### src/rtl/dma_burst_gen.sv
module dma_burst_gen #(
  parameter int AW      = 32,
  parameter int DW      = 32,
  parameter int MAX_LEN = 128,
  parameter int GAP     = 7,
  parameter int CNT_W   = 16,
  parameter int CYC_W   = 32
) (
  input  logic          clk,
  input  logic          rst_n,
  input  logic          reg_we,
  input  logic [4:0]    reg_addr,
  input  logic [31:0]   reg_wdata,
  output logic [31:0]   reg_rdata,
  output logic          bus_req,
  input  logic          bus_gnt,
  output logic          bus_xfer,
  output logic          bus_we,
  output logic [AW-1:0] bus_addr,
  output logic [DW-1:0] bus_wdata,
  input  logic [DW-1:0] bus_rdata
);
  localparam int LEN_W = $clog2(MAX_LEN + 1);
  localparam int GAP_W = $clog2(GAP + 1);

  typedef enum logic [1:0] {S_IDLE, S_REQ, S_XFER, S_GAP} state_t;
  state_t state;

  logic [AW-1:0]    cfg_addr, base;
  logic [LEN_W-1:0] cfg_len, run_len, beat;
  logic [CNT_W-1:0] cfg_cnt, left;
  logic             cfg_dir, run_dir;
  logic [GAP_W-1:0] gap_c;
  logic [DW-1:0]    widx, csum;
  logic [CYC_W-1:0] cycles;

  wire busy     = (state != S_IDLE);
  wire ctrl_wr  = reg_we && (reg_addr == 5'h0C);
  wire go       = ctrl_wr && reg_wdata[0] && !busy && (cfg_cnt != '0);
  wire last_bt  = (beat == run_len - LEN_W'(1));

  assign bus_req   = (state == S_REQ) || (state == S_XFER);
  assign bus_xfer  = (state == S_XFER);
  assign bus_we    = run_dir;
  assign bus_wdata = widx;
  assign bus_addr  = base + AW'({beat, 2'b00});

  always_comb begin
    case (reg_addr)
      5'h00:   reg_rdata = 32'(cfg_addr);
      5'h04:   reg_rdata = 32'(cfg_len);
      5'h08:   reg_rdata = 32'(cfg_cnt);
      5'h0C:   reg_rdata = {29'd0, busy, cfg_dir, 1'b0};
      5'h10:   reg_rdata = 32'(cycles);
      5'h14:   reg_rdata = 32'(csum);
      default: reg_rdata = '0;
    endcase
  end

  always_ff @(posedge clk) begin
    if (!rst_n) begin
      cfg_addr <= '0;
      cfg_len  <= LEN_W'(1);
      cfg_cnt  <= '0;
      cfg_dir  <= 1'b0;
    end else if (reg_we) begin
      case (reg_addr)
        5'h00: cfg_addr <= {reg_wdata[AW-1:2], 2'b00};
        5'h04: begin
          if (reg_wdata == 32'd0)        cfg_len <= LEN_W'(1);
          else if (reg_wdata > MAX_LEN)  cfg_len <= LEN_W'(MAX_LEN);
          else                           cfg_len <= reg_wdata[LEN_W-1:0];
        end
        5'h08: cfg_cnt <= reg_wdata[CNT_W-1:0];
        5'h0C: cfg_dir <= reg_wdata[1];
        default: ;
      endcase
    end
  end

  always_ff @(posedge clk) begin
    if (!rst_n) begin
      state   <= S_IDLE;
      base    <= '0;
      run_len <= LEN_W'(1);
      run_dir <= 1'b0;
      beat    <= '0;
      left    <= '0;
      gap_c   <= '0;
      widx    <= '0;
      csum    <= '0;
      cycles  <= '0;
    end else begin
      if (busy) cycles <= cycles + CYC_W'(1);
      case (state)
        S_IDLE: if (go) begin
          state   <= S_REQ;
          base    <= cfg_addr;
          run_len <= cfg_len;
          run_dir <= reg_wdata[1];
          left    <= cfg_cnt;
          widx    <= '0;
          csum    <= '0;
          cycles  <= '0;
          beat    <= '0;
        end
        S_REQ: if (bus_gnt) begin
          state <= S_XFER;
          beat  <= '0;
        end
        S_XFER: begin
          widx <= widx + DW'(1);
          if (!run_dir) csum <= csum + bus_rdata;
          if (last_bt) begin
            base  <= base + AW'({run_len, 2'b00});
            beat  <= '0;
            left  <= left - CNT_W'(1);
            gap_c <= '0;
            state <= (left == CNT_W'(1)) ? S_IDLE : S_GAP;
          end else begin
            beat <= beat + LEN_W'(1);
          end
        end
        S_GAP: begin
          if (gap_c == GAP_W'(GAP - 1)) state <= S_REQ;
          else gap_c <= gap_c + GAP_W'(1);
        end
        default: state <= S_IDLE;
      endcase
    end
  end

  localparam int IW = GAP_W + 1;
  logic [IW-1:0] idle_n;
  logic          had_burst;
  always_ff @(posedge clk) begin
    if (!rst_n) begin
      idle_n    <= '0;
      had_burst <= 1'b0;
    end else begin
      if (bus_req) idle_n <= '0;
      else if (idle_n != IW'(GAP + 1)) idle_n <= idle_n + IW'(1);
      had_burst <= !busy ? 1'b0 : (bus_xfer ? 1'b1 : had_burst);
    end
  end

  p_addr_step_r3: assert property (@(posedge clk) disable iff (!rst_n)
    bus_xfer && $past(bus_xfer) |-> bus_addr == $past(bus_addr) + AW'(4));
  p_req_hold_r4: assert property (@(posedge clk) disable iff (!rst_n)
    bus_req && !bus_gnt && !bus_xfer |=> bus_req && !bus_xfer);
  p_req_drop_r4: assert property (@(posedge clk) disable iff (!rst_n)
    $fell(bus_xfer) |-> !bus_req);
  p_gap_r6: assert property (@(posedge clk) disable iff (!rst_n)
    $rose(bus_req) && had_burst |-> idle_n == IW'(GAP));
  p_wdata_step_r7: assert property (@(posedge clk) disable iff (!rst_n)
    bus_xfer && $past(bus_xfer) && bus_we |-> bus_wdata == $past(bus_wdata) + DW'(1));
  p_cycles_frozen_r9: assert property (@(posedge clk) disable iff (!rst_n)
    !busy && $past(!busy) && $past(rst_n) |-> $stable(cycles));
endmodule

### config.mk
export PLATFORM = sky130hd
export DESIGN_NAME = dma_burst_gen
export DESIGN_NICKNAME = d
export VERILOG_FILES = /design/src/rtl/dma_burst_gen.sv
export SDC_FILE = /design/constraint.sdc
export NUM_CORES = 1
export LEC_CHECK = 0
export BUFFER_PORTS_ARGS = -buffer_cell sky130_fd_sc_hd__buf_2
export CORE_MARGIN = 3
export CORE_UTILIZATION = 50
export CTS_CLUSTER_DIAMETER = 120
export DETAILED_ROUTE_END_ITERATION = 7
export MAX_ROUTING_LAYER = met4
export PLACE_DENSITY = 0.73
export REMOVE_ABC_BUFFERS = 1
export SETUP_SLACK_MARGIN = 0.05
export SYNTH_ARGS = -nofsm -noshare
export SYNTH_HDL_FRONTEND = slang
export SYNTH_SLANG_ARGS = --single-unit
### constraint.sdc
create_clock -name clk -period 3.1 [get_ports clk]
set_input_delay 0.62 -clock clk [delete_from_list [all_inputs] [get_ports clk]]
set_output_delay 0.62 -clock clk [all_outputs]
set_load 0.05 [all_outputs]
-- Word level (Yosys, flattened, before mapping)
Cells that the tools add are included.
- flip-flop bits (word level): 221
- input bits: 73
- output and inout port bits: 99
- logic and storage cells: 95
- add/subtract/negate cells: 9
- $lt $le $gt $ge: 1
- eq/ne operators: 17
- mux-type cells: 29
- reductions and logical operators: 25
- operator list (operator ; number):
    32-bit two-way mux ; 7
    32-bit one-hot mux with 2 select lines ; 3
    32-bit one-hot mux with 6 select lines ; 1
    32-bit by 1-bit adder with 32-bit output (second input constant) ; 2
    32-bit by 10-bit adder with 32-bit output ; 2
    8-bit two-way mux ; 5
    32-bit adder ; 1
    32-bit by 8-bit greater-than comparator with 1-bit output (second input constant) ; 1
    32-bit zero test ; 1
    16-bit two-way mux ; 2
    16-bit one-hot mux with 2 select lines ; 1
    8-bit one-hot mux with 3 select lines ; 1
    16-bit by 1-bit equality test with 1-bit output (second input constant) ; 1
    16-bit nonzero test ; 1
    16-bit by 1-bit subtractor with 16-bit output (second input constant) ; 1
    2-bit AND reduction ; 6
    3-bit AND reduction ; 4
    5-bit by 4-bit equality test with 1-bit output (second input constant) ; 2
    5-bit equality test (second input constant) ; 2
    2-bit two-way mux ; 5
    2-bit inequality test (second input constant) ; 5
    8-bit by 1-bit adder with 8-bit output (second input constant) ; 1
    8-bit equality test ; 1
    2-bit one-hot mux with 4 select lines ; 1
    other kinds (17) ; 24

-- Logic depth before layout (Yosys ltp)
- depth in word-level cells: 7
- mapped depth: 13
- gate-level depth less buffers: 13

-- Worst setup path after synthesis
No wires, ideal clock.
- kind: in2out
- start point: input reg_addr[2]
- end point: output reg_rdata[14]
- arrival time: 3.076 ns
- required time: 2.480 ns
- setup slack: -0.596 ns
- stages on the path: 6
- path buffers: 3
- cells stage by stage: clkbuf_1 -> nor4_1 -> clkbuf_1 -> clkbuf_1 -> a22oi_1 -> o21ai_0
- cells in the longest elaborated chain, start to end: 2
- elaborated cells on any way between the ends: 7
- those cells by class: 5 x eq/ne; 1 x mux; 1 x reduce/logical
- ends and longest elaborated chain (what ; line ; source):
    start: declaration ; 12 ; input logic [4:0] reg_addr,
    5-bit equality test, or another cell as far along ; 49 ; case (reg_addr)
    32-bit one-hot mux with 6 select lines (*) ; 49 ;
    end: declaration ; 14 ; output logic [31:0] reg_rdata,
Every way passes the cells marked *; elsewhere a longest branch is shown, timed or not.

-- Worst setup path in the final report
- start point: register beat[0]
- end point: output bus_addr[24]
- cells in the longest elaborated chain, start to end: 1
- ends and longest elaborated chain (what ; line ; source):
    start: declaration ; 30 ; logic [LEN_W-1:0] cfg_len, run_len, beat;
    start signal: assignment ; 121 ; beat <= beat + LEN_W'(1);
    32-bit by 10-bit adder with 32-bit output ; 46 ; assign bus_addr = base + AW'({beat, 2'b00});
    end: declaration ; 19 ; output logic [AW-1:0] bus_addr,
No other way between the ends.

==> out/metrics.yaml <==
cts.hold.buffers_added: 0
yosysWarnings: 0
grt_pass1_wl_um: 62100
slowest_delay_ps: 350
r2r_setup_slack_ps: 160
htreeDepth: 1
syn-cell-area_um2: 12900
final_cell_mix: "260 x nand2_1, 213 x dfxtp_1, 153 x nor2_1, 141 x buf_2, 137 x a21oi_1"
holdWs_ps: 338
power.leakage_nw: 6.71
clock_latency_ps: 530
die_area_um2: 27700
io_pins: 172
worst_slack_ps: -369
final_max_slew_viol_count: 0
cp_cell_sequence: "ha_4, fa_2, a21o_1, a21oi_2, o21bai_1, a21oi_2, o21bai_1, a21o_1, buf_6, nand2_4, nor2_2, xor2_1, buf_4"
ant_nets: 0
synth-async-reset-ratio: 0
area_delta_synth_final_pct: 25.5
gp_congestion: 0.930
p_per_area_nw_per_um2: 388
clk_pin_slew_worst_paths_ps: 70
synth_area_leaders: "dfxtp_1 34%, nand2_1 7.7%, ha_1 5.7%, a21oi_1 5.6%, nor2_1 4.7%"
final_layout_size_suffix_gt1_frac: 0.216
worst-path-max-fanout: 3
drt_iter0_markers: 1148
slowest_stage: "fa_2"
routed_wl_um: 38400
nets: 2004
die_w_um: 167
fin_crit_sh: 1.12
grt_start_max_net_pins: 62
worstReg2RegEnd: "base[30]"
cp.arrival_ps: 2850
slew_headroom: 0.403
avgViaCountPerCell: 5.82
hold_viol: 0
synth_cell_types: 81
required_ps: 2480
antenna_found_initial: 0
cts_tree: "built"
drc: 0
tns_ps: -6140
synth_edf_count: 0
post_drt_wl_per_cell_um: 17.3
placed_area_um2: 14700
fin_area_um2: 16200
avgSynthCellArea_um2: 7.79
min_from: "reg_wdata[23]"
grtUsageTotal: 0.271
ir_worst_vdd_mv: 0.323
crit_type: "flip-flop to output pin"
dr.pass1.iters: 6
fin_skew_ps: 27.2
final_common_cell: "nand2_1"
core_region_area_um2: 25300
regToRegStartpoint: "base[2]"
min_to: "cfg_addr[23]"
dp_hpwl_um: 27900
grt_setup_unrepaired: "true"
synth-seq-cells: 219
io_buffers: 169
ys_seq_area_frac: 0.340
grt_pass1_vias: 12300
start_util: 0.510
synthCells: 1654
hold_path.class: "input port to flip-flop"
cts_made_buffers: 25
worst_pin_slew_ps: 896
hold_depth: 3
vias: 12900
grt_overflow_total: 0
clockRootBuffer: "clkbuf_16"
start_kind: "flip-flop"
period_needed_ps: 3470
synth_top_area_frac: 0.340
outcome: "complete, but fails checks"
fp.dieH_um: 167
timing.fmax_mhz: 288
yosys.area.top_type: "dfxtp_1"
violations: "negative setup slack"
cts_buffer_depth: 3
numClockSinks: 219
drv_cap: 0
diodes: 0
pre_cts_ws_ps: -546
end_kind: "output pin"
setup_violations: 23
yosys_most_used_dff: "dfxtp_1"
num_rows: 58
worst-r2r-cell-count: 13
worst max path at each step:
stage                       from      endpoint
floorplan               state[0]      base[23]
global placement    bus_rdata[0]      csum[30]
detailed placement  bus_rdata[0]      csum[30]
CTS                      base[2]  bus_addr[20]
global route             base[2]  bus_addr[20]
finish                   beat[0]  bus_addr[24]
critical path: cells and delay by family, from the launching register on:
| kind | cells | cell delay [ps] |
|---|---|---|
| AOI/OAI and AO/OA | 6 | 860 |
| adders and majority gates | 2 | 510 |
| buffers and inverters | 2 | 380 |
| DFF | 1 | 330 |
| xor gates and xnor gates | 1 | 150 |
| and+or+nand+nor | 2 | 110 |
logic make-up after synthesis:
family,Yosys count,synth area share
AO/OA/AOI/OAI,450,0.226
flip-flops,219,0.340
multiplexers,18,0.0141
AND/OR/NAND/NOR,653,0.233
other,1,0.000291
adder cells (fa/ha/maj),62,0.0619
buffers and inverters,122,0.0366
XOR/XNOR,129,0.0877
final cells by class:
type                    count  area, um^2
fillers                  2179        9080
clock inverters             8         118
well taps                 330         413
inverters                  32         121
flip-flops and latches    219        4400
multi-input cells        1314        8420
clock buffers              35         723
repair buffers            277        1980
cell usage after synthesis, drive strengths merged, types with 4 or more instances:
cell     count
nand4       17
a31oi       10
a21o        24
xnor2       63
a221o        7
and2        12
inv         31
dfxtp      219
nor4        20
nand3       69
or3         12
clkbuf      78
o21a         4
and4         9
a22o        33
a211oi      18
and3        29
o21bai      10
nand2      263
or2          4
a22oi       45
a21oi      144
o31ai        6
nor3        29
a31o         4
o2bb2ai      6
nand2b      10
nor2b        8
o22ai        5
o32ai       10
ha          59
nor2       164
o211ai       7
o21ai       91
buf         12
mux2i       17
xor2        66
flip-flops by register name, summed over array words and instances, names as in the netlist:
signal     cells
gap_c          3
left          16
state          2
cfg_cnt       16
cycles        32
cfg_len        8
bus_we         1
bus_wdata     32
cfg_dir        1
cfg_addr      30
csum          32
beat           8
base          30
run_len        8
where the power goes:
| group | internal (mW) | total, mW | leakage [nW] | switching [mW] |
|---|---|---|---|---|
| logic | 0.133 | 0.391 | 4.53 | 0.258 |
| registers | 2.82 | 2.83 | 1.77 | 0.0115 |
| clock network | 1.86 | 3.04 | 0.414 | 1.18 |
routing by layer:
layer  routed length (um)  share of wire  track usage  vias up
met1                16600           0.43        0.349     5996
li1                     -              -            -     6331
met3                 2450          0.064       0.0349       77
met2                18000           0.47        0.442      477
met4                 1310          0.034       0.0922        0
met5                    0              0            -        -
through the flow:
| stage | power (mW) | utilization | instances |
|---|---|---|---|
| 3_3_place_gp | 3.27 | 0.581 | 2156 |
| 6_report | 6.27 | 0.640 | 2215 |
| 4_1_cts | 6.28 | 0.630 | 2205 |
| 2_1_floorplan | 3.08 | - | 1565 |
| 3_5_place_dp | 3.28 | 0.581 | 2156 |
| 5_1_grt | 6.43 | 0.640 | 2215 |
what timing repair did:
action / CTS / global route
gates resized for setup: 82 / 36
pin swaps: 31 / 29
hold endpoints to repair: 0 / 0
setup buffers: 6 / 11
setup endpoints to repair: 30 / 40
Note: power is estimated with default switching activity, not from simulation.
